--- config.mk ---
export PLATFORM = sky130hd
export DESIGN_NAME = nor_flash
export DESIGN_NICKNAME = d
export VERILOG_FILES = /design/src/rtl/nor_flash_pkg.sv /design/src/rtl/nor_flash_ctrl.sv /design/src/rtl/nor_flash_array.sv /design/src/rtl/nor_flash.sv
export SDC_FILE = /design/constraint.sdc
export NUM_CORES = 1
export LEC_CHECK = 0
export ABC_CLOCK_PERIOD_IN_PS = 6650
export BUFFER_PORTS_ARGS = -buffer_cell sky130_fd_sc_hd__buf_4
export CAP_MARGIN = 20
export CELL_PAD_IN_SITES_DETAIL_PLACEMENT = 0
export CELL_PAD_IN_SITES_GLOBAL_PLACEMENT = 2
export CORE_UTILIZATION = 44
export DETAILED_ROUTE_END_ITERATION = 10
export GPL_ROUTABILITY_DRIVEN = 0
export MAX_ROUTING_LAYER = met4
export PLACE_DENSITY = 0.85
export SYNTH_ARGS = -nofsm -noshare
export SYNTH_HDL_FRONTEND = slang
export SYNTH_SLANG_ARGS = --single-unit
--- constraint.sdc ---
create_clock -name clk -period 6.65 [get_ports clk]
set_input_delay 0.665 -clock clk [delete_from_list [all_inputs] [get_ports clk]]
set_output_delay 0.665 -clock clk [all_outputs]
set_load 0.05 [all_outputs]
--- src/rtl/nor_flash_pkg.sv ---
package nor_flash_pkg;

  localparam int NUM_SECT = 7;

  localparam logic [7:0] CMD_PROG    = 8'hA0;
  localparam logic [7:0] CMD_ERASE   = 8'h80;
  localparam logic [7:0] CMD_SECTOR  = 8'h30;
  localparam logic [7:0] CMD_CHIP    = 8'h10;
  localparam logic [7:0] CMD_SUSPEND = 8'hB0;
  localparam logic [7:0] CMD_RESUME  = 8'h30;

  typedef enum logic [2:0] {
    ST_READ, ST_PSETUP, ST_ESETUP, ST_PROG, ST_ERASE, ST_SUSP
  } ctrlState_t;

  // strobes from control to datapath
  typedef struct packed {
    logic                memWe;
    logic                opSet;
    logic [7:0]          memData;
    logic                busy;
    logic                suspended;
    logic                dq7Target;
    logic [NUM_SECT-1:0] eraseSet;
  } ctrlStrobe_t;

  // bottom-boot map, in units: 2,1,1,4,8,8,8
  function automatic logic [2:0] sectorOfUnit(input logic [4:0] unitIdx);
    if (unitIdx < 5'd2)       return 3'd0;
    else if (unitIdx < 5'd3)  return 3'd1;
    else if (unitIdx < 5'd4)  return 3'd2;
    else if (unitIdx < 5'd8)  return 3'd3;
    else if (unitIdx < 5'd16) return 3'd4;
    else if (unitIdx < 5'd24) return 3'd5;
    else                      return 3'd6;
  endfunction

endpackage

--- src/rtl/nor_flash_ctrl.sv ---
module nor_flash_ctrl
  import nor_flash_pkg::*;
#(
  parameter int UNIT_SHIFT   = 2,
  parameter int PROG_CYCLES  = 8,
  parameter int ERASE_CYCLES = 2
) (
  input  logic                  clk,
  input  logic                  rstN,
  input  logic                  cmdStb,
  input  logic [UNIT_SHIFT+4:0] cmdAddr,
  input  logic [7:0]            cmdData,
  input  logic [NUM_SECT-1:0]   protMask,
  output ctrlStrobe_t           str,
  output logic [UNIT_SHIFT+4:0] memAddr
);
  localparam int AW      = UNIT_SHIFT + 5;
  localparam int CNT_MAX = (PROG_CYCLES > ERASE_CYCLES) ? PROG_CYCLES : ERASE_CYCLES;
  localparam int CNT_W   = $clog2(CNT_MAX + 1);
  localparam logic [AW-1:0]    LAST_ADDR = '1;
  localparam logic [CNT_W-1:0] PROG_LOAD = CNT_W'(PROG_CYCLES - 1);
  localparam logic [CNT_W-1:0] ERASE_LOAD = CNT_W'(ERASE_CYCLES - 1);

  ctrlState_t          state;
  logic [AW-1:0]       tgtAddr;
  logic [7:0]          tgtData;
  logic [CNT_W-1:0]    waitCnt;
  logic [AW-1:0]       walkAddr;
  logic                passOnes;
  logic [NUM_SECT-1:0] eraseSet;
  logic [2:0]          cmdSect;
  logic [2:0]          walkSect;
  logic                suspReq;
  logic                stepNow;
  logic                progDone;

  assign cmdSect  = sectorOfUnit(cmdAddr[AW-1:UNIT_SHIFT]);
  assign walkSect = sectorOfUnit(walkAddr[AW-1:UNIT_SHIFT]);
  assign suspReq  = cmdStb && (cmdData == CMD_SUSPEND);
  assign stepNow  = (state == ST_ERASE) && !suspReq && (waitCnt == '0);
  assign progDone = (state == ST_PROG) && (waitCnt == '0);

  always_comb begin
    str.memWe     = progDone || (stepNow && eraseSet[walkSect]);
    str.opSet     = (state == ST_ERASE) && passOnes;
    str.memData   = (state == ST_PROG) ? tgtData : 8'h00;
    str.busy      = (state == ST_PROG) || (state == ST_ERASE);
    str.suspended = (state == ST_SUSP);
    str.dq7Target = (state == ST_PROG) ? tgtData[7] : 1'b1;
    str.eraseSet  = eraseSet;
    memAddr       = (state == ST_PROG) ? tgtAddr : walkAddr;
  end

  always_ff @(posedge clk or negedge rstN) begin
    if (!rstN) begin
      state    <= ST_READ;
      tgtAddr  <= '0;
      tgtData  <= '0;
      waitCnt  <= '0;
      walkAddr <= '0;
      passOnes <= 1'b0;
      eraseSet <= '0;
    end else begin
      case (state)
        ST_READ: if (cmdStb) begin
          if (cmdData == CMD_PROG)       state <= ST_PSETUP;
          else if (cmdData == CMD_ERASE) state <= ST_ESETUP;
        end
        ST_PSETUP: if (cmdStb) begin
          if (protMask[cmdSect]) state <= ST_READ;
          else begin
            tgtAddr <= cmdAddr;
            tgtData <= cmdData;
            waitCnt <= PROG_LOAD;
            state   <= ST_PROG;
          end
        end
        ST_ESETUP: if (cmdStb) begin
          walkAddr <= '0;
          passOnes <= 1'b0;
          waitCnt  <= ERASE_LOAD;
          if (cmdData == CMD_SECTOR && !protMask[cmdSect]) begin
            eraseSet <= NUM_SECT'(1) << cmdSect;
            state    <= ST_ERASE;
          end else if (cmdData == CMD_CHIP && (~protMask) != '0) begin
            eraseSet <= ~protMask;
            state    <= ST_ERASE;
          end else begin
            state    <= ST_READ;
          end
        end
        ST_PROG: begin
          if (waitCnt == '0) state <= ST_READ;
          else               waitCnt <= waitCnt - 1'b1;
        end
        ST_ERASE: begin
          if (suspReq) state <= ST_SUSP;
          else if (waitCnt == '0) begin
            waitCnt <= ERASE_LOAD;
            if (walkAddr == LAST_ADDR) begin
              walkAddr <= '0;
              if (passOnes) begin
                passOnes <= 1'b0;
                eraseSet <= '0;
                state    <= ST_READ;
              end else begin
                passOnes <= 1'b1;
              end
            end else begin
              walkAddr <= walkAddr + 1'b1;
            end
          end else begin
            waitCnt <= waitCnt - 1'b1;
          end
        end
        ST_SUSP: if (cmdStb && cmdData == CMD_RESUME) state <= ST_ERASE;
        default: state <= ST_READ;
      endcase
    end
  end


  prot_skip_chk: assert property (@(posedge clk) disable iff (!rstN)
    (state == ST_ESETUP && cmdStb) |=> ((eraseSet & $past(protMask)) == '0));


  prot_prog_chk: assert property (@(posedge clk) disable iff (!rstN)
    (state == ST_PSETUP && cmdStb && protMask[cmdSect]) |=> (state == ST_READ));


  susp_hold_chk: assert property (@(posedge clk) disable iff (!rstN)
    (state == ST_SUSP && !(cmdStb && cmdData == CMD_RESUME))
      |=> (state == ST_SUSP && $stable(walkAddr) && $stable(waitCnt)));


  prog_exit_chk: assert property (@(posedge clk) disable iff (!rstN)
    (state == ST_PROG) |=> (state == ST_PROG || state == ST_READ));


  bad_code_chk: assert property (@(posedge clk) disable iff (!rstN)
    (state == ST_READ && cmdStb && cmdData != CMD_PROG && cmdData != CMD_ERASE)
      |=> (state == ST_READ));


  erase_set_chk: assert property (@(posedge clk) disable iff (!rstN)
    (state == ST_ERASE) |-> (eraseSet != '0));

endmodule

--- src/rtl/nor_flash_array.sv ---
module nor_flash_array
  import nor_flash_pkg::*;
#(
  parameter int UNIT_SHIFT = 2
) (
  input  logic                  clk,
  input  logic                  rstN,
  input  logic                  ceN,
  input  logic                  weN,
  input  logic                  oeN,
  input  logic [UNIT_SHIFT+4:0] addr,
  output logic [7:0]            dataOut,
  input  ctrlStrobe_t           str,
  input  logic [UNIT_SHIFT+4:0] memAddr,
  output logic                  cmdStb
);
  localparam int AW    = UNIT_SHIFT + 5;
  localparam int DEPTH = 1 << AW;

  logic [7:0] mem [DEPTH];
  logic       wrCond, rdCond, wrPrev, rdPrev, toggleQ;
  logic       statusView;
  logic [2:0] addrSect;

  assign wrCond     = !ceN && !weN && oeN;
  assign rdCond     = !ceN && !oeN && weN;
  assign cmdStb     = wrCond && !wrPrev;
  assign addrSect   = sectorOfUnit(addr[AW-1:UNIT_SHIFT]);
  assign statusView = str.busy || (str.suspended && str.eraseSet[addrSect]);

  always_ff @(posedge clk or negedge rstN) begin
    if (!rstN) begin
      wrPrev  <= 1'b0;
      rdPrev  <= 1'b0;
      toggleQ <= 1'b0;
    end else begin
      wrPrev <= wrCond;
      rdPrev <= rdCond;
      if (rdCond && !rdPrev && statusView) toggleQ <= ~toggleQ;
    end
  end

  always_ff @(posedge clk) begin
    if (str.memWe)
      mem[memAddr] <= str.opSet ? 8'hFF : (mem[memAddr] & str.memData);
  end

  always_comb begin
    if (!rdCond)         dataOut = 8'hFF;
    else if (statusView) dataOut = {~str.dq7Target, toggleQ, 6'b0};
    else                 dataOut = mem[addr];
  end


  one_stb_chk: assert property (@(posedge clk) disable iff (!rstN)
    cmdStb |=> !cmdStb);

endmodule

--- src/rtl/nor_flash.sv ---
module nor_flash
  import nor_flash_pkg::*;
#(
  parameter int UNIT_SHIFT   = 2,
  parameter int PROG_CYCLES  = 8,
  parameter int ERASE_CYCLES = 2
) (
  input  logic                  clk,
  input  logic                  rstN,
  input  logic                  ceN,
  input  logic                  weN,
  input  logic                  oeN,
  input  logic [UNIT_SHIFT+4:0] addr,
  input  logic [7:0]            dataIn,
  output logic [7:0]            dataOut,
  input  logic [6:0]            protMask
);
  ctrlStrobe_t           str;
  logic [UNIT_SHIFT+4:0] memAddr;
  logic                  cmdStb;

  nor_flash_ctrl #(
    .UNIT_SHIFT(UNIT_SHIFT), .PROG_CYCLES(PROG_CYCLES), .ERASE_CYCLES(ERASE_CYCLES)
  ) u_ctrl (
    .clk(clk), .rstN(rstN), .cmdStb(cmdStb), .cmdAddr(addr), .cmdData(dataIn),
    .protMask(protMask), .str(str), .memAddr(memAddr)
  );

  nor_flash_array #(.UNIT_SHIFT(UNIT_SHIFT)) u_array (
    .clk(clk), .rstN(rstN), .ceN(ceN), .weN(weN), .oeN(oeN), .addr(addr),
    .dataOut(dataOut), .str(str), .memAddr(memAddr), .cmdStb(cmdStb)
  );

endmodule

== Word-level counts from Yosys, hierarchy flattened ==
Memories as Yosys holds them, arrays and structs flattened.
Index checks and enable logic that the tools add are counted.
Word-level totals
  register bits: 40
  memory bits (writable): 1024
  input port bits: 27
  output and inout port bits: 8
  word-level logic and storage cells: 165
  memories kept: 1
Cells by class
  add/sub/neg operators: 2
  magnitude comparators: 14
  eq/ne operators: 27
  shifts and indexed selects: 1
  multiplexer cells: 67
  bitwise operators: 5
  reduce and logical (&&, ||, !) cells: 38
Memories
  u_array.mem: depth 128, bits a word 8, read ports 2, clocked after memory_dff 0, write ports 1, line nor_flash_array.sv:20  | logic [7:0] mem [DEPTH];
Operators with widths (count)
  2-to-1 mux 7 bit: 12
  2-to-1 mux 3 bit: 23
  2-to-1 mux 8 bit: 4
  one-hot mux 7 bit (2 select lines): 2
  == test 8 bit, second input constant: 3
  2-to-1 mux 4 bit: 6
  < comparator 5 x 2 -> 1 bit, second input constant: 4
  < comparator 5 bit, second input constant: 4
  one-hot mux 3 bit (6 select lines): 1
  logical AND 1 bit: 17
  one-hot mux 4 bit (4 select lines): 1
  inequality test 2 bit, second input constant: 7
  2-to-1 mux 1 bit: 11
  < comparator 5 x 3 -> 1 bit, second input constant: 2
  < comparator 5 x 4 -> 1 bit, second input constant: 2
  binary-select mux 1 bit (select 3 bit): 3
  inequality test 3 x 1 -> 1 bit, second input constant: 3
  AND reduction 9 bit: 1
  AND 8 bit: 1
  == test 8 x 5 -> 1 bit, second input constant: 1
  == test 8 x 6 -> 1 bit, second input constant: 1
  < comparator 3 x 4 -> 1 bit, second input constant: 2
  inequality test 2 x 1 -> 1 bit, second input constant: 4
  adder 7 x 1 -> 7 bit, second input constant: 1
  23 further kinds: 38

== Longest topological paths before layout ==
Gate-level depths: netlist (run 1).
  depth in word-level cells: 14
  depth in mapped cells: 13

== Hierarchy ==
Synthesis (run 1) repeated with hierarchy kept, for this count alone.
Second synthesis, totals
  cells, all modules: 3281
  area, all modules: 50785.0 um^2
Modules (own cells, without submodules)
  nor_flash_array: instances 1, cells an instance 2999, area each 48166.2 um^2, seq. area each 30824.6 um^2
  nor_flash_ctrl: instances 1, cells an instance 282, area each 2618.8 um^2, seq. area each 925.9 um^2

== Worst setup path after synthesis (run 1) ==
Ideal clock, no wire load.
  path type: reg-to-reg
  start point: register u_ctrl.walkAddr[1]
  end point: memory u_array.mem[0][0] (data pin)
  arrival time: 6052 ps
  required time: 5681 ps
  path slack: -371 ps
  stages on the path, launching flop included: 11
  clock period less this slack: 7021 ps
  cell sequence: dfrtp_1 clkbuf_1 nand3_1 mux2i_2 buf_2 buf_2 buf_2 a222oi_1 o22ai_1 o21ai_0 a31oi_1
Between the ends
  cells in the longest elaborated chain, start to end: 4
RTL lines
  start, declared: line nor_flash_ctrl.sv:28  | logic [AW-1:0] walkAddr;
  start signal, assigned: line nor_flash_ctrl.sv:110  | walkAddr <= walkAddr + 1'b1;
  2-to-1 mux 7 bit: line nor_flash_ctrl.sv:51  | memAddr = (state == ST_PROG) ? tgtAddr : walkAddr;
  memory (128 x 8 bit)
  AND 8 bit: line nor_flash_array.sv:45  | mem[memAddr] <= str.opSet ? 8'hFF : (mem[memAddr] & str.memData);
  2-to-1 mux 8 bit: line nor_flash_array.sv:45
  end, declared: line nor_flash_array.sv:20
No other way between the ends.

== Final worst setup path (run 1) ==
  start point: register u_ctrl.state[0]
  end point: memory u_array.mem[33][2] (data pin)
Between the ends
  cells in the longest elaborated chain, start to end: 5
  elaborated cells between the ends (all ways): 8
RTL lines
  start, declared: line nor_flash_ctrl.sv:24  | ctrlState_t state;
  start signal, assigned: line nor_flash_ctrl.sv:56  | state <= ST_READ;
  start signal, assigned: line nor_flash_ctrl.sv:66  | if (cmdData == CMD_PROG) state <= ST_PSETUP;
  start signal, assigned: line nor_flash_ctrl.sv:67  | else if (cmdData == CMD_ERASE) state <= ST_ESETUP;
  == test 3 x 2 -> 1 bit: line nor_flash_ctrl.sv:46, nor_flash_ctrl.sv:51
  2-to-1 mux 7 bit: line nor_flash_ctrl.sv:51
  memory (128 x 8 bit)
  AND 8 bit: line nor_flash_array.sv:45
  2-to-1 mux 8 bit (*): line nor_flash_array.sv:45
Mark *: on every way between the ends. The rest lies on a longest branch, timed or not.

==> results.py, run 1 <==
metrics = {
    "outcome": {
        "status": "finished clean",
    },
    "setup_path": {
        "crit_arrival_ns": 5.94,
        "required_ns": 6.93,
        "rr_worst_depth": 9,
        "startpoint_type": "flop",
        "endpoint_kind": "flop",
        "path_class": "reg2reg",
        "cp_max_fo": 96,
    },
    "logic_synthesis": {
        "synth_xor_xnor_area_share_pct": 0.03543,
        "synth_common_cells": "1024 x edfxtp_1, 288 x mux4_2, 237 x a22oi_1, 167 x nor2_1, 158 x nand2_1",
        "ys.flop_type": "edfxtp_1",
        "netlist_instances": 3072,
        "synth-simple-area-share_pct": 4.421,
        "yosys-mux-area-fraction_pct": 16.54,
        "synthAdderAreaFrac_pct": 0.3037,
        "synthArstFlopShare_pct": 3.759,
        "syn-num-nets": 3111,
        "synth-edff-count": 1024,
        "yosysTopAreaCellShare_pct": 62.19,
        "ys_types": 73,
        "ys_seq_area_share_pct": 64.22,
        "syn_area_mm2": 0.04944,
        "yosys_warnings": 0,
        "ys_ff_latch": 1064,
        "synth_most_common_cell": "edfxtp_1",
        "synthTopCellsByArea": "edfxtp_1 62%, mux4_2 13%, a22oi_1 3.6%",
        "yosysTopAreaCell": "edfxtp_1",
        "synth_compound_area_share_pct": 12.24,
        "synth_top_family_by_area": "multiplexers",
        "avgSynthCellArea_um2": 16.09,
    },
    "die": {
        "core-area_mm2": 0.1110,
        "start_util_pct": 44.55,
        "fp.dieW_um": 337.2,
        "std_cell_rows": 122,
        "boundaryPins": 35,
        "die_h_um": 337.2,
        "die_area_mm2": 0.1137,
    },
    "timing": {
        "skew_ns": 0.04327,
        "fin_crit_sh_pct": 85.13,
        "max_freq_mhz": 176.6,
        "finalSetupTns_ns": 0,
        "setup_viol": 0,
        "finalHoldViolCount": 0,
        "rsz0062_at_grt": "no",
        "slew_headroom_pct": 19.06,
        "setup_ws_ns": 0.9890,
        "min_period_ns": 5.661,
        "worstMarginPinSlew_ns": 1.204,
        "maxSlewViolCount": 0,
    },
    "clock_network": {
        "clk_path_buf_depth": 3,
        "insertion_delay_ns": 0.74,
        "clkSinkCount": 1064,
        "path_clk_slew_ns": 0.06,
        "cts_tree": "built",
        "cts.repair.resized": 0,
        "root_buffer": "clkbuf_16",
        "numCtsBuffers": 110,
        "h-tree-depth": 3,
    },
    "detailed_routing": {
        "wl_per_cell_um": 35.69,
        "drc": 0,
        "vias_per_cell": 7.094,
        "wl_um": 171000,
        "vias": 33990,
        "antenna_left": 0,
        "dr.pass1.iters": 6,
        "drt-initial-drc-count": 5685,
    },
    "hold_path": {
        "hp-class": "in2reg",
        "hold_depth": 2,
    },
    "power": {
        "ir_drop_mv": 0.3063,
        "p_leak_uw": 0.01705,
        "p_per_area_mw_per_mm2": 320.2,
        "p_total_uw": 18020,
    },
    "finish": {
        "syn2layout_area_growth_pct": 13.84,
        "fill_cells": 8895,
        "final_layout_size_suffix_gt1_share_pct": 24.04,
        "nets": 3240,
    },
    "grt": {
        "grt_pass1_wl_um": 241900,
        "antenna_found_initial": 9,
        "grt_util_all_layers_pct": 30.81,
        "gr-total-overflow": 0,
        "grt_pass1_vias": 33140,
        "grt_max_degree": 105,
    },
    "placement": {
        "dp_hpwl_um": 109500,
        "place.port_buffers": 34,
        "dpl_worst_slack_ns": 1.307,
    },
    "run": {
        "drv_cap": 0,
    },
}
[per-layer routing]
metal	track usage [%]	part of all wire, %	vias to the layer above
li1	-	-	13290
met1	39.34	36	17350
met2	46.42	46	2832
met3	7.709	13	516
met4	14.05	5.2	0
met5	-	0	-
[state kept, by name, summed over array words and instances, names as in the netlist]
| name | flops |
|---|---|
| u_array.toggleQ | 1 |
| u_array.rdPrev | 1 |
| u_ctrl.passOnes | 1 |
| u_ctrl.tgtAddr | 7 |
| u_ctrl.waitCnt | 4 |
| u_ctrl.tgtData | 8 |
| u_ctrl.eraseSet | 7 |
| u_array.wrPrev | 1 |
| u_array.mem | 1024 |
| u_ctrl.walkAddr | 7 |
| u_ctrl.state | 3 |
[power breakdown]
part           internal [uW]  leakage [uW]  switching, uW
Combinational           1380       0.00659           2740
Sequential              7530       0.00872            192
Clock                   3500       0.00174           2690
[area by class of cell]
class                           instances  area [um2]  share of cell area [%]
Sequential cell                      1064       31750                   56.41
Multi-Input combinational cell       1744       16780                   29.81
Clock buffer                          130        2849                   5.062
Timing Repair Buffer                  265        2220                   3.943
Tap cell                             1488        1862                   3.308
Clock inverter                         75       739.5                   1.314
Inverter                               16       65.06                  0.1156
Antenna cell                            9       22.52                 0.04001
[through the flow]
stage	cells	hold slack, ns	instance area, um2	utilization (%)
6_report	4791	0.1201	56290	50.72
5_1_grt	4789	0.1056	56280	50.72
4_1_cts	4781	0.1108	56260	50.69
3_5_place_dp	4575	0.4632	52660	47.45
2_1_floorplan	3072	0.3694	49450	-
3_3_place_gp	4574	0.4720	52650	47.44
[cell usage in the layout, fill, tap and decap left out, types with 78 or more instances in the layout]
cell | synthesis | routed
a22o_1 | 96 | 96
mux2i_1 | 124 | 118
mux4_2 | 288 | 288
nor2_1 | 167 | 166
buf_4 | 1 | 245
nand2_1 | 158 | 158
a221oi_1 | 125 | 125
clkbuf_16 | 0 | 111
edfxtp_1 | 1024 | 1024
a31oi_1 | 80 | 78
a22oi_1 | 237 | 237
[worst max-delay path: stages (launching register included)]
cell and delay, ns:
dfrtp_1 0.77, and3b_2 0.51, buf_4 0.43, o21a_1 0.79, buf_4 0.32, a31oi_1 0.11
nor4_1 0.80, o21ai_0 0.34, a311o_2 0.62, buf_12 0.26
[cells by family (layout without fill, tap and decap cells)]
| kind of cell | count (synthesis) | after routing |
|---|---|---|
| muxes | 451 | 451 |
| and+or+nand+nor | 480 | 480 |
| other | 0 | 9 |
| AOI/OAI and AO/OA | 799 | 799 |
| buffers and inverters | 264 | 486 |
| adders and majority gates | 12 | 12 |
| xor gates and xnor gates | 2 | 2 |
| DFF | 1064 | 1064 |
[timing repair]
action | CTS | global route
setup buffers | 0 | 0
hold buffers | 1 | 0
endpoints found under the hold margin | 40 | 0
[path summary, 6_finish.rpt]
check	start	endpoint	slack, ns
max reg2reg	u_ctrl.state[0]$_DFFE_PN0P_	u_array.mem[33][2]$_DFFE_PP_	0.99
min	weN	u_array.wrPrev$_DFF_PN0_	0.12
min reg2reg	u_array.toggleQ$_DFFE_PN0P_	u_array.toggleQ$_DFFE_PN0P_	0.48
min in group asynchronous	rstN	u_ctrl.tgtAddr[4]$_DFFE_PN0P_	0.48
max in group asynchronous	rstN	u_ctrl.tgtAddr[5]$_DFFE_PN0P_	5.77
max	u_ctrl.state[0]$_DFFE_PN0P_	u_array.mem[33][2]$_DFFE_PP_	0.99
No activity file was read; power rests on OpenSTA's default activity.
==> run 2, diff against run 1 <==
ABC_CLOCK_PERIOD_IN_PS = 5050   (was 6650)
CORE_MARGIN = 2   (was not set)
clock period = 5.05 ns   (was 6.65 ns; I/O delays follow)
==> results.py, run 2 (same netlist as run 1, synthesis figures left out) <==
metrics = {
    "finish": {
        "final_area_mm2": 0.05612,
        "nets": 3205,
        "biggestRegsByFlops": "u_array.mem (1024), u_ctrl.tgtData (8)",
        "final_common_cell": "edfxtp_1",
        "top_register": "u_array.mem",
        "layout_common_cells": "1024 x edfxtp_1, 288 x mux4_2, 237 x a22oi_1, 184 x buf_4, 166 x nor2_1",
        "seqCellArea_mm2": 0.03175,
        "largest_reg_flops": 1024,
        "fill_cells": 9103,
        "syn2layout_area_growth_pct": 13.50,
        "final_layout_size_suffix_gt1_share_pct": 22.96,
        "multi_input_area_mm2": 0.01676,
        "final_util_pct": 50.50,
    },
    "timing": {
        "fin_crit_sh_pct": 97.65,
        "min_period_ns": 4.931,
        "setup_viol": 0,
        "skew_ns": 0.05375,
        "slew_headroom_pct": 20.42,
        "rsz0062_at_grt": "no",
        "maxSlewViolCount": 0,
        "max_freq_mhz": 202.8,
        "finalHoldViolCount": 0,
        "worstMarginPinSlew_ns": 1.189,
    },
    "clock_network": {
        "cts_tree": "built",
        "path_clk_slew_ns": 0.06,
        "clk_path_buf_depth": 3,
        "h-tree-depth": 3,
        "post-cts-setup-buffers": 0,
        "numCtsBuffers": 107,
        "clkSinkCount": 1064,
        "root_buffer": "clkbuf_16",
        "insertion_delay_ns": 0.73,
    },
    "grt": {
        "grt_max_degree": 97,
        "gr-total-overflow": 0,
        "grt_util_all_layers_pct": 30.25,
        "antenna_found_initial": 4,
        "grt_pass1_vias": 33310,
        "grt_pass1_wl_um": 245000,
    },
    "detailed_routing": {
        "antenna_left": 0,
        "drc": 0,
        "wl_per_cell_um": 36.21,
        "vias": 34300,
        "dr.pass1.iters": 7,
        "wl_um": 171900,
        "drt-initial-drc-count": 6401,
        "vias_per_cell": 7.227,
    },
    "hold_path": {
        "worstHoldStart": "dataIn[3]",
        "hp-class": "in2reg",
    },
    "power": {
        "ir_drop_mv": 0.3024,
        "p_seq_share_pct": 42.6,
        "p_per_area_mw_per_mm2": 424.3,
        "p_comb_share_pct": 24.0,
        "netSwitchingFraction_pct": 31.13,
        "p_clk_share_pct": 33.4,
        "intPower_uw": 16400,
        "p_leak_uw": 0.01683,
        "p_sw_uw": 7413,
    },
    "die": {
        "start_util_pct": 44.49,
        "std_cell_rows": 122,
        "core-area_mm2": 0.1111,
        "die_h_um": 339.2,
        "boundaryPins": 35,
        "fp.dieW_um": 339.2,
        "die_area_mm2": 0.1151,
    },
    "setup_path": {
        "required_ns": 5.42,
        "startpoint_type": "flop",
        "endpoint_kind": "flop",
        "cp_max_fo": 80,
        "r2r_start": "u_ctrl.walkAddr[0]$_DFFE_PN0P_",
        "startpoint": "u_ctrl.walkAddr[0]$_DFFE_PN0P_",
        "path_class": "reg2reg",
        "crit_arrival_ns": 5.30,
    },
    "run": {
        "drv_cap": 0,
    },
    "placement": {
        "place.port_buffers": 34,
        "dp_hpwl_um": 112600,
        "place_area_mm2": 0.05252,
    },
    "outcome": {
        "status": "finished clean",
    },
}
## run 2: changes by cell type in the layout (fill, tap and decap cells not counted), moves of 5 or more
cell,previous run,this run
buf_12,17,32
clkinv_2,21,13
buf_6,0,10
clkinv_4,1,6
buf_4,245,184
clkbuf_1,19,26
clkinv_1,31,23
## run 2: power by group through the flow
stage	clock network (uW)	logic (uW)	registers, uW
6_report	7960	5720	10100
5_1_grt	8340	5920	10100
4_1_cts	8000	5530	10100
3_5_place_dp	0	5500	10300
3_3_place_gp	0	5420	10300
2_1_floorplan	0	3260	10200
## run 2: metal layers
layer  wire, um  up-vias  part of all wire [%]  track usage (%)
li1           -    13230                     -                -
met2      77810     3027                    45            44.94
met3      23210      487                    14            7.381
met4       8474        0                   4.9            13.00
met1      62350    17550                    36            39.84
met5          0        -                     0                -
## run 2: worst paths after layout
| kind | to | slack (ns) | cells past startpoint |
|---|---|---|---|
| hold reg to reg | u_array.toggleQ$_DFFE_PN0P_ | 0.49 | 1 |
| setup / recovery | u_array.mem[16][4]$_DFFE_PP_ | 0.12 | 11 |
| setup reg to reg | u_array.mem[16][4]$_DFFE_PP_ | 0.12 | 11 |
| min in group asynchronous | u_ctrl.tgtData[1]$_DFFE_PN0P_ | 0.31 | 2 |
| max in group asynchronous | u_ctrl.state[1]$_DFFE_PN0P_ | 4.35 | 2 |
| hold / removal | u_ctrl.tgtData[3]$_DFFE_PN0P_ | 0.03 | 2 |
## run 2: stage by stage
stage / hold slack [ns] / setup WS [ns] / setup TNS, ns / total power, uW / std cells
after detailed placement: 0.4852 / 0.2722 / 0 / 15800 / 4532
after floorplan: 0.2094 / -1.330 / -334.38 / 13470 / 3072
after global routing: 0.03109 / 0.06750 / 0 / 24400 / 4745
after global placement: 0.4830 / 0.4043 / 0 / 15720 / 4528
after CTS: 0.004978 / 0.2422 / 0 / 23640 / 4733
final: 0.02894 / 0.1188 / 0 / 23810 / 4746
## run 2: timing repair
| action | CTS | global route |
|---|---|---|
| endpoints found under the hold margin | 43 | 0 |
| hold buffers | 5 | 0 |
| resized for setup | 0 | 0 |
## run 2: area by class of cell
class                           count  share of cell area [%]
Timing Repair Buffer              233                   3.946
Tap cell                         1488                   3.318
Inverter                           16                  0.1159
Antenna cell                        5                 0.02230
Clock inverter                     61                   1.121
Sequential cell                  1064                   56.58
Multi-Input combinational cell   1744                   29.86
Clock buffer                      135                   5.034
## run 2: worst max-delay path: stages, from the launching register on
cell and delay, ns:
dfrtp_1 0.81, nand3_1 0.38, mux2i_4 0.70, buf_12 0.37, buf_12 0.25, a22oi_1 0.12, o211ai_1 0.14, o21ai_0 0.15
o31ai_1 0.27, o211ai_1 0.37, nand3b_1 0.21, buf_4 0.73
